===== config.mk =====
export PLATFORM = sky130hd
export DESIGN_NAME = wiper_preset_seq
export DESIGN_NICKNAME = d
export VERILOG_FILES = /design/src/rtl/wps_pkg.sv /design/src/rtl/wps_sync.sv /design/src/rtl/wps_nvstore.sv /design/src/rtl/wps_ctrl.sv /design/src/rtl/wiper_preset_seq.sv
export SDC_FILE = /design/constraint.sdc
export NUM_CORES = 1
export LEC_CHECK = 0
export BUFFER_PORTS_ARGS = -buffer_cell sky130_fd_sc_hd__buf_2
export CAP_MARGIN = 20
export CORE_MARGIN = 3
export CORE_UTILIZATION = 50
export DETAILED_ROUTE_END_ITERATION = 16
export GPL_TIMING_DRIVEN = 0
export PLACE_DENSITY = 0.77
export SLEW_MARGIN = 20
export SYNTH_ARGS = -nofsm -noshare
export SYNTH_HDL_FRONTEND = slang
export SYNTH_SLANG_ARGS = --single-unit

===== constraint.sdc =====
create_clock -name clk_i -period 2.43 [get_ports clk_i]
set_input_delay 0.243 -clock clk_i [delete_from_list [all_inputs] [get_ports clk_i]]
set_output_delay 0.243 -clock clk_i [all_outputs]
set_load 0.01 [all_outputs]

===== src/rtl/wps_pkg.sv =====
package wps_pkg;
  typedef enum logic [1:0] {
    ST_IDLE = 2'd0,
    ST_SAVE = 2'd1,
    ST_LOAD = 2'd2,
    ST_READ = 2'd3
  } wps_state_e;
endpackage


===== src/rtl/wps_sync.sv =====
module wps_sync #(
  parameter int unsigned N = 2,
  parameter logic [N-1:0] RST_VAL = '0
) (
  input  logic         clk_i,
  input  logic         rst_ni,
  input  logic [N-1:0] d_i,
  output logic [N-1:0] q_o
);
  logic [N-1:0] s1_q, s2_q;

  always_ff @(posedge clk_i or negedge rst_ni) begin
    if (!rst_ni) begin
      s1_q <= RST_VAL;
      s2_q <= RST_VAL;
    end else begin
      s1_q <= d_i;
      s2_q <= s1_q;
    end
  end

  assign q_o = s2_q;
endmodule


===== src/rtl/wps_nvstore.sv =====
module wps_nvstore #(
  parameter int unsigned W = 10
) (
  input  logic         clk_i,
  input  logic         rst_ni,
  input  logic         commit_i,
  input  logic [W-1:0] data_i,
  output logic [W-1:0] data_o
);
  localparam logic [W-1:0] MID = W'(1) << (W - 1);

  // No reset: contents persist across rst_ni, power-up value is midscale.
  logic [W-1:0] mem_q = MID;

  always_ff @(posedge clk_i) begin
    if (commit_i) mem_q <= data_i;
  end

  assign data_o = mem_q;

  p_store_hold_r3: assert property (@(posedge clk_i) disable iff (!rst_ni)
    !commit_i |=> $stable(data_o));
endmodule


===== src/rtl/wps_ctrl.sv =====
module wps_ctrl
  import wps_pkg::*;
#(
  parameter int unsigned SAVE_CYC = 2_000_000,
  parameter int unsigned LOAD_CYC = 100_000,
  parameter int unsigned RB_CYC   = 12_000
) (
  input  logic clk_i,
  input  logic rst_ni,
  input  logic save_req_i,
  input  logic load_req_i,
  input  logic rb_req_i,
  input  logic wr_req_i,
  input  logic wp_ok_i,
  output logic ready_o,
  output logic save_done_o,
  output logic load_done_o,
  output logic rb_done_o,
  output logic wr_ok_o
);
  localparam int unsigned MAX_AB = (SAVE_CYC > LOAD_CYC) ? SAVE_CYC : LOAD_CYC;
  localparam int unsigned MAXC   = (MAX_AB > RB_CYC) ? MAX_AB : RB_CYC;
  localparam int unsigned CW     = $clog2(MAXC + 1);

  wps_state_e state_q, state_d;
  logic [CW-1:0] cnt_q, cnt_d;
  logic idle, fin;

  assign idle = (state_q == ST_IDLE);
  assign fin  = !idle && (cnt_q == '0);

  always_comb begin
    state_d = state_q;
    cnt_d   = cnt_q;
    wr_ok_o = 1'b0;
    if (idle) begin
      if (load_req_i) begin
        state_d = ST_LOAD;
        cnt_d   = CW'(LOAD_CYC - 1);
      end else if (save_req_i && wp_ok_i) begin
        state_d = ST_SAVE;
        cnt_d   = CW'(SAVE_CYC - 1);
      end else if (rb_req_i) begin
        state_d = ST_READ;
        cnt_d   = CW'(RB_CYC - 1);
      end else begin
        wr_ok_o = wr_req_i && wp_ok_i;
      end
    end else if (fin) begin
      state_d = ST_IDLE;
    end else begin
      cnt_d = cnt_q - 1'b1;
    end
  end

  // Reset lands in a reload: power-on auto restore.
  always_ff @(posedge clk_i or negedge rst_ni) begin
    if (!rst_ni) begin
      state_q <= ST_LOAD;
      cnt_q   <= CW'(LOAD_CYC - 1);
    end else begin
      state_q <= state_d;
      cnt_q   <= cnt_d;
    end
  end

  assign ready_o     = idle;
  assign save_done_o = fin && (state_q == ST_SAVE);
  assign load_done_o = fin && (state_q == ST_LOAD);
  assign rb_done_o   = fin && (state_q == ST_READ);

  p_op_locked_r9: assert property (@(posedge clk_i) disable iff (!rst_ni)
    (!idle && cnt_q != '0) |=> (state_q == $past(state_q)));
  p_save_needs_wp_r8: assert property (@(posedge clk_i) disable iff (!rst_ni)
    (state_q == ST_SAVE && $past(state_q) == ST_IDLE) |-> $past(wp_ok_i));
endmodule


===== src/rtl/wiper_preset_seq.sv =====
module wiper_preset_seq #(
  parameter int unsigned W        = 10,
  parameter int unsigned SAVE_CYC = 2_000_000,
  parameter int unsigned LOAD_CYC = 100_000,
  parameter int unsigned RB_CYC   = 12_000
) (
  input  logic         clk_i,
  input  logic         rst_ni,
  input  logic         save_i,
  input  logic         restore_i,
  input  logic         readback_i,
  input  logic         wr_en_i,
  input  logic [W-1:0] wr_data_i,
  input  logic         preset_ni,
  input  logic         wp_ni,
  output logic [W-1:0] wiper_o,
  output logic [W-1:0] rb_data_o,
  output logic         ready_o
);
  logic [1:0] pins_s;
  logic preset_prev_q, preset_rise;
  logic save_done, load_done, rb_done, wr_ok;
  logic [W-1:0] nv_q, wiper_q, rb_q;

  // bit0 preset (idle high), bit1 write-protect (reset as protected)
  wps_sync #(.N(2), .RST_VAL(2'b01)) u_sync (
    .clk_i (clk_i),
    .rst_ni(rst_ni),
    .d_i   ({wp_ni, preset_ni}),
    .q_o   (pins_s)
  );

  always_ff @(posedge clk_i or negedge rst_ni) begin
    if (!rst_ni) preset_prev_q <= 1'b1;
    else         preset_prev_q <= pins_s[0];
  end

  assign preset_rise = pins_s[0] && !preset_prev_q;

  wps_ctrl #(.SAVE_CYC(SAVE_CYC), .LOAD_CYC(LOAD_CYC), .RB_CYC(RB_CYC)) u_ctrl (
    .clk_i      (clk_i),
    .rst_ni     (rst_ni),
    .save_req_i (save_i),
    .load_req_i (restore_i || preset_rise),
    .rb_req_i   (readback_i),
    .wr_req_i   (wr_en_i),
    .wp_ok_i    (pins_s[1]),
    .ready_o    (ready_o),
    .save_done_o(save_done),
    .load_done_o(load_done),
    .rb_done_o  (rb_done),
    .wr_ok_o    (wr_ok)
  );

  wps_nvstore #(.W(W)) u_store (
    .clk_i   (clk_i),
    .rst_ni  (rst_ni),
    .commit_i(save_done),
    .data_i  (wiper_q),
    .data_o  (nv_q)
  );

  always_ff @(posedge clk_i or negedge rst_ni) begin
    if (!rst_ni) begin
      wiper_q <= '0;
      rb_q    <= '0;
    end else begin
      if (load_done)  wiper_q <= nv_q;
      else if (wr_ok) wiper_q <= wr_data_i;
      if (rb_done)    rb_q    <= nv_q;
    end
  end

  assign wiper_o   = wiper_q;
  assign rb_data_o = rb_q;

  p_wiper_frozen_r8: assert property (@(posedge clk_i) disable iff (!rst_ni)
    (!pins_s[1] && !load_done) |=> $stable(wiper_q));
  p_rise_single_r5: assert property (@(posedge clk_i) disable iff (!rst_ni)
    preset_rise |=> !preset_rise);
endmodule


======== After elaboration in Yosys (flattened, before gate mapping) ========
Index checks and enable logic that the tools add are counted.
cells by class
  $add $sub $neg .......................... 1
  eq/ne operators ......................... 5
  muxes and demuxes ....................... 16
  reduce and logical (&&, ||, !) cells .... 16
operator list
  cell                                                    number
  two-way mux 21 bit                                      5
  zero test 21 bit                                        1
  subtractor 21 x 1 -> 21 bit (second input constant)     1
  two-way mux 10 bit                                      2
  two-way mux 2 bit                                       5
  logical AND 1 bit                                       7
  equality test 2 bit (second input constant)             2
  two-way mux 1 bit                                       4
  inequality test 4 x 3 -> 1 bit (second input constant)  1
  AND reduction 2 bit                                     2
  nonzero test 2 bit                                      2
  equality test 2 x 1 -> 1 bit (second input constant)    1
  zero test 1 bit                                         2
  zero test 2 bit                                         1
  inequality test 2 x 1 -> 1 bit (second input constant)  1
  logical OR 1 bit                                        1
storage, ports and cells
  bits in registers ....................... 58
  bits of input ports ..................... 18

======== Longest topological paths before layout ========
  word-level depth ........................ 7
  depth in mapped cells ................... 9

======== Hierarchy ========
From an unflattened synthesis, not the netlist that was laid out.
unflattened totals
  cell total of the unflattened synthesis .. 240
  area, all modules ....................... 2762.6 sq um
modules (own cells, without submodules)
  module            instances  cells each  area each (sq um)  seq. area each (sq um)
  wps_ctrl          1          159         1447.6             589.3
  wiper_preset_seq  1          67          912.1              526.8
  wps_nvstore       1          10          300.3              300.3
  wps_sync          1          4           102.6              102.6

======== Worst setup path before layout ========
Ideal clock, no wire load.
  path kind ............................... register to register
  start point ............................. register u_ctrl.cnt_q[5]
  end point ............................... register u_store.mem_q[0], in the netlist u_store.data_o[0], enable pin
  library setup time ...................... 0.392 ns
  arrival time ............................ 2.285 ns
  data required time ...................... 2.038 ns
  slack ................................... -0.247 ns
  stages on the path, launching flop included .. 6
  buffers on the path ..................... 1
  clock period less this slack ............ 2.677 ns
  cells stage by stage .................... dfrtp_1 nor4_1 and3_1 clkbuf_1 nand2_1 nor3b_1
between the ends
  longest elaborated chain between the ends .. 3
ends and longest elaborated chain
  element                 line                    RTL
  from (decl)             wps_ctrl.sv:26          logic [CW-1:0] cnt_q, cnt_d;
  from (signal assigned)  wps_ctrl.sv:60          cnt_q <= CW'(LOAD_CYC - 1);
  from (signal assigned)  wps_ctrl.sv:63          cnt_q <= cnt_d;
  zero test 21 bit        wps_ctrl.sv:30          assign fin = !idle && (cnt_q == '0);
  logical AND 1 bit       wps_ctrl.sv:30
  logical AND 1 bit       wps_ctrl.sv:68          assign save_done_o = fin && (state_q == ST_SAVE);
  net save_done           wiper_preset_seq.sv:22  logic save_done, load_done, rb_done, wr_ok;
  to (signal assigned)    wps_nvstore.sv:16       if (commit_i) mem_q <= data_i;
  to (decl)               wps_nvstore.sv:13       logic [W-1:0] mem_q = MID;
The timed path passes the listed nets, and every way through them passes these cells.
A chain may end at the register's enable or synchronous reset.

======== Worst setup path after layout ========
  start point ............................. register u_ctrl.state_q[0]
  end point ............................... output ready_o
between the ends
  longest elaborated chain between the ends .. 1
ends and longest elaborated chain
  element                 line                    RTL
  from (decl)             wps_ctrl.sv:25          wps_state_e state_q, state_d;
  from (signal assigned)  wps_ctrl.sv:62          state_q <= state_d;
  zero test 2 bit         wps_ctrl.sv:29          assign idle = (state_q == ST_IDLE);
  to (decl)               wiper_preset_seq.sv:18  output logic ready_o
No other way between the ends.

==> qor.yml <==
drive_gt1_share_pct: 32.1
finalSetupViolations: 0
post_dp_cell_area_mm2: 0.00308
rsz0062_at_grt: "no"
grt_pass1_wl_um: 10700
gp_congestion: 0.912
ys_types: 50
netlist_area_mm2: 0.00279
crit_chain: "or2_2 > inv_1 > buf_2 > buf_2 > buf_2"
pin_count: 39
cts_tree: "built"
rr_worst_depth: 6
cp_slowest_stage_delay_ns: 0.47
start_util_pct: 53.3
utilization_pct: 64.3
ys_seq_area_share_pct: 54.4
critical_path_arrival_ns: 2.10
required_ns: 2.19
drt_first_pass_iters: 4
max_freq_mhz: 427
finClkSkew_ns: 0.00999
avgSynthCellArea_um2: 10.7
r2r_end: "rb_data_o[3]$_DFFE_PN0P_"
row_count: 26
syn-num-nets: 282
layout_commonest_cell: "buf_2"
die_h_um: 80.7
cts-root-buf: "clkbuf_8"
layout.nets: 333
drc: 0
hold_end: "u_sync.s1_q[0]$_DFF_PN1_"
fillers: 426
synthFlopType: "dfrtp_1"
grt_pass1_vias: 2189
power_density_mw_per_mm2: 594
yosys_warnings: 0
max-vdd-ir-drop_uv: 378
synth_edf_count: 10
n_antenna_cell: 0
tightest_slew_ns: 0.656
synthCells: 262
path_buf_inv: 4
setup_tns_ns: 0
crit_type: "reg2out"
path_max_fanout: 10
dpl.hpwl_um: 4700
worstHoldStart: "preset_ni"
cts.clk_slew.worst_paths_ns: 0.06
fin_area_mm2: 0.00337
cp-end-kind: "output port"
p_leak_nw: 1.44
io_buffers: 38
start_kind: "register"
numCtsBuffers: 9
layout_setup_ws_ns: 0.0888
clock_latency_ns: 0.34
period_minus_slack_ns: 2.34
post_drt_wl_per_cell_um: 17.5
grt.total_usage_pct: 22.1
reg2reg_slack_ns: 0.09
hold_violations: 0
drt_iter0_drc: 232
path_delay_family: "buffers and inverters"
core-area_mm2: 0.00524
hp-class: "in2reg"
drv_cap: 0
dr_total_vias: 2334
area_growth_pct: 20.6
die-area_mm2: 0.00652
ant_nets: 0
outcome: "finished clean"
period_share_pct: 96.3
cp_slowest_cell: "dfrtp_1"
slew-limit-headroom_pct: 55.8
dp_slack_ns: -0.544
async_reset_ff_share_pct: 82.8
worstReg2RegStart: "u_ctrl.cnt_q[8]$_DFFE_PN0P_"
htreeDepth: 3
via_per_inst: 6.02
wirelength_um: 6790
antenna_found_initial: 0
grt_max_degree: 49
synth-seq-cells: 58
dieWidth_um: 80.7
drv_slew: 0
grt.overflow.total: 0
cts_buffer_depth: 2
crit_top_cell: "buf_2"
cts.sinks: 58
layout_common_cells: "40 x buf_2, 33 x dfrtp_1, 24 x a21oi_1"
hold_depth: 1
cell families after synthesis:
family / after synthesis / synth area share (%)
and+or+nand+nor: 87 / 17.9
buffers and inverters: 21 / 2.87
adders and majority gates: 2 / 0.896
muxes: 16 / 6.18
AOI/OAI and AO/OA: 78 / 17.8
DFF: 58 / 54.4
synth_stat cells, drive strengths merged (2+ instances only):
| master | count | share of area (%) |
|---|---|---|
| a21oi | 24 | 4.3 |
| a22oi | 3 | 0.81 |
| a311oi | 3 | 0.94 |
| a31oi | 11 | 2.5 |
| and4 | 3 | 0.94 |
| buf | 2 | 0.31 |
| clkbuf | 10 | 1.3 |
| dfrtp | 34 | 30 |
| dfstp | 14 | 13 |
| edfxtp | 10 | 11 |
| ha | 2 | 0.90 |
| inv | 9 | 1.2 |
| mux2 | 10 | 4.0 |
| mux2i | 6 | 2.2 |
| nand2 | 14 | 1.9 |
| nand2b | 2 | 0.45 |
| nand3 | 8 | 1.9 |
| nand4 | 4 | 0.90 |
| nand4b | 2 | 0.63 |
| nor2 | 21 | 3.1 |
| nor2b | 2 | 0.45 |
| nor3 | 7 | 1.3 |
| nor4 | 8 | 1.8 |
| o211ai | 2 | 0.54 |
| o21ai | 14 | 2.5 |
| o22a | 4 | 1.3 |
| o31ai | 7 | 1.9 |
| or2 | 2 | 0.45 |
| or3 | 2 | 0.45 |
| or4 | 6 | 1.7 |
worst max path at each step:
stage	startpoint	endpoint	slack [ns]	depth (start not counted)
2_1_floorplan	u_ctrl.cnt_q[5]$_DFFE_PN0P_	u_store.data_o[0]$_DFFE_PP_	0.09	5
6_report	u_ctrl.state_q[0]$_DFFE_PN0P_	ready_o	0.09	5
5_1_grt	u_ctrl.cnt_q[8]$_DFFE_PN0P_	rb_data_o[5]$_DFFE_PN0P_	0.006	6
3_3_place_gp	u_ctrl.cnt_q[5]$_DFFE_PN0P_	u_store.data_o[7]$_DFFE_PP_	-0.48	5
4_1_cts	u_ctrl.cnt_q[8]$_DFFE_PN0P_	rb_data_o[7]$_DFFE_PN0P_	0.04	6
3_5_place_dp	u_ctrl.cnt_q[6]$_DFFE_PN0P_	u_store.data_o[8]$_DFFE_PP_	-0.54	5
area by class of cell:
cell class	instances	area, µm²	share of cell area, %
Sequential cell	58	1520	45.1
Multi-Input combinational cell	183	1240	36.9
Timing Repair Buffer	44	240	7.13
Clock buffer	10	128	3.79
Tap cell	70	87.6	2.60
Clock inverter	6	81.3	2.41
Buffer	8	35.0	1.04
Inverter	9	33.8	1.00
stage by stage:
step                      power [mW]  instances  hold slack [ns]
after CTS                       2.01        388          0.00765
final                           2.00        388           0.0160
after floorplan                 1.03        262          -0.0526
after global placement          1.07        370            0.335
after detailed placement        1.07        370            0.336
after global routing            2.06        388          0.00662
routing by layer:
layer | vias up | GRT usage [%] | part of all wire (%)
met4 | 0 | 8.11 | 2.1
li1 | 1100 | - | -
met3 | 10 | 5.88 | 6.1
met2 | 74 | 34.4 | 46
met1 | 1150 | 30.0 | 45
met5 | - | 0 | 0
state kept, by name (all words and copies together) (netlist names):
register,cells
preset_prev_q,1
rb_data_o,10
u_ctrl.cnt_q,21
u_ctrl.state_q,2
u_store.data_o,10
u_sync.q_o,2
u_sync.s1_q,2
wiper_o,10
timing repair:
action,CTS,global route
gates resized for setup,8,7
hold endpoints to repair,0,34
pin swaps,3,2
hold buffers,0,1
buffers inserted,4,1
setup endpoints to repair,43,38
power by group:
part / total (mW) / internal, mW / switching, mW / leakage [nW]
clock network: 0.948 / 0.570 / 0.378 / 0.104
logic: 0.0487 / 0.0189 / 0.0298 / 0.685
registers: 1.00 / 0.996 / 0.00713 / 0.650
Power figures use the tool's default switching activity.
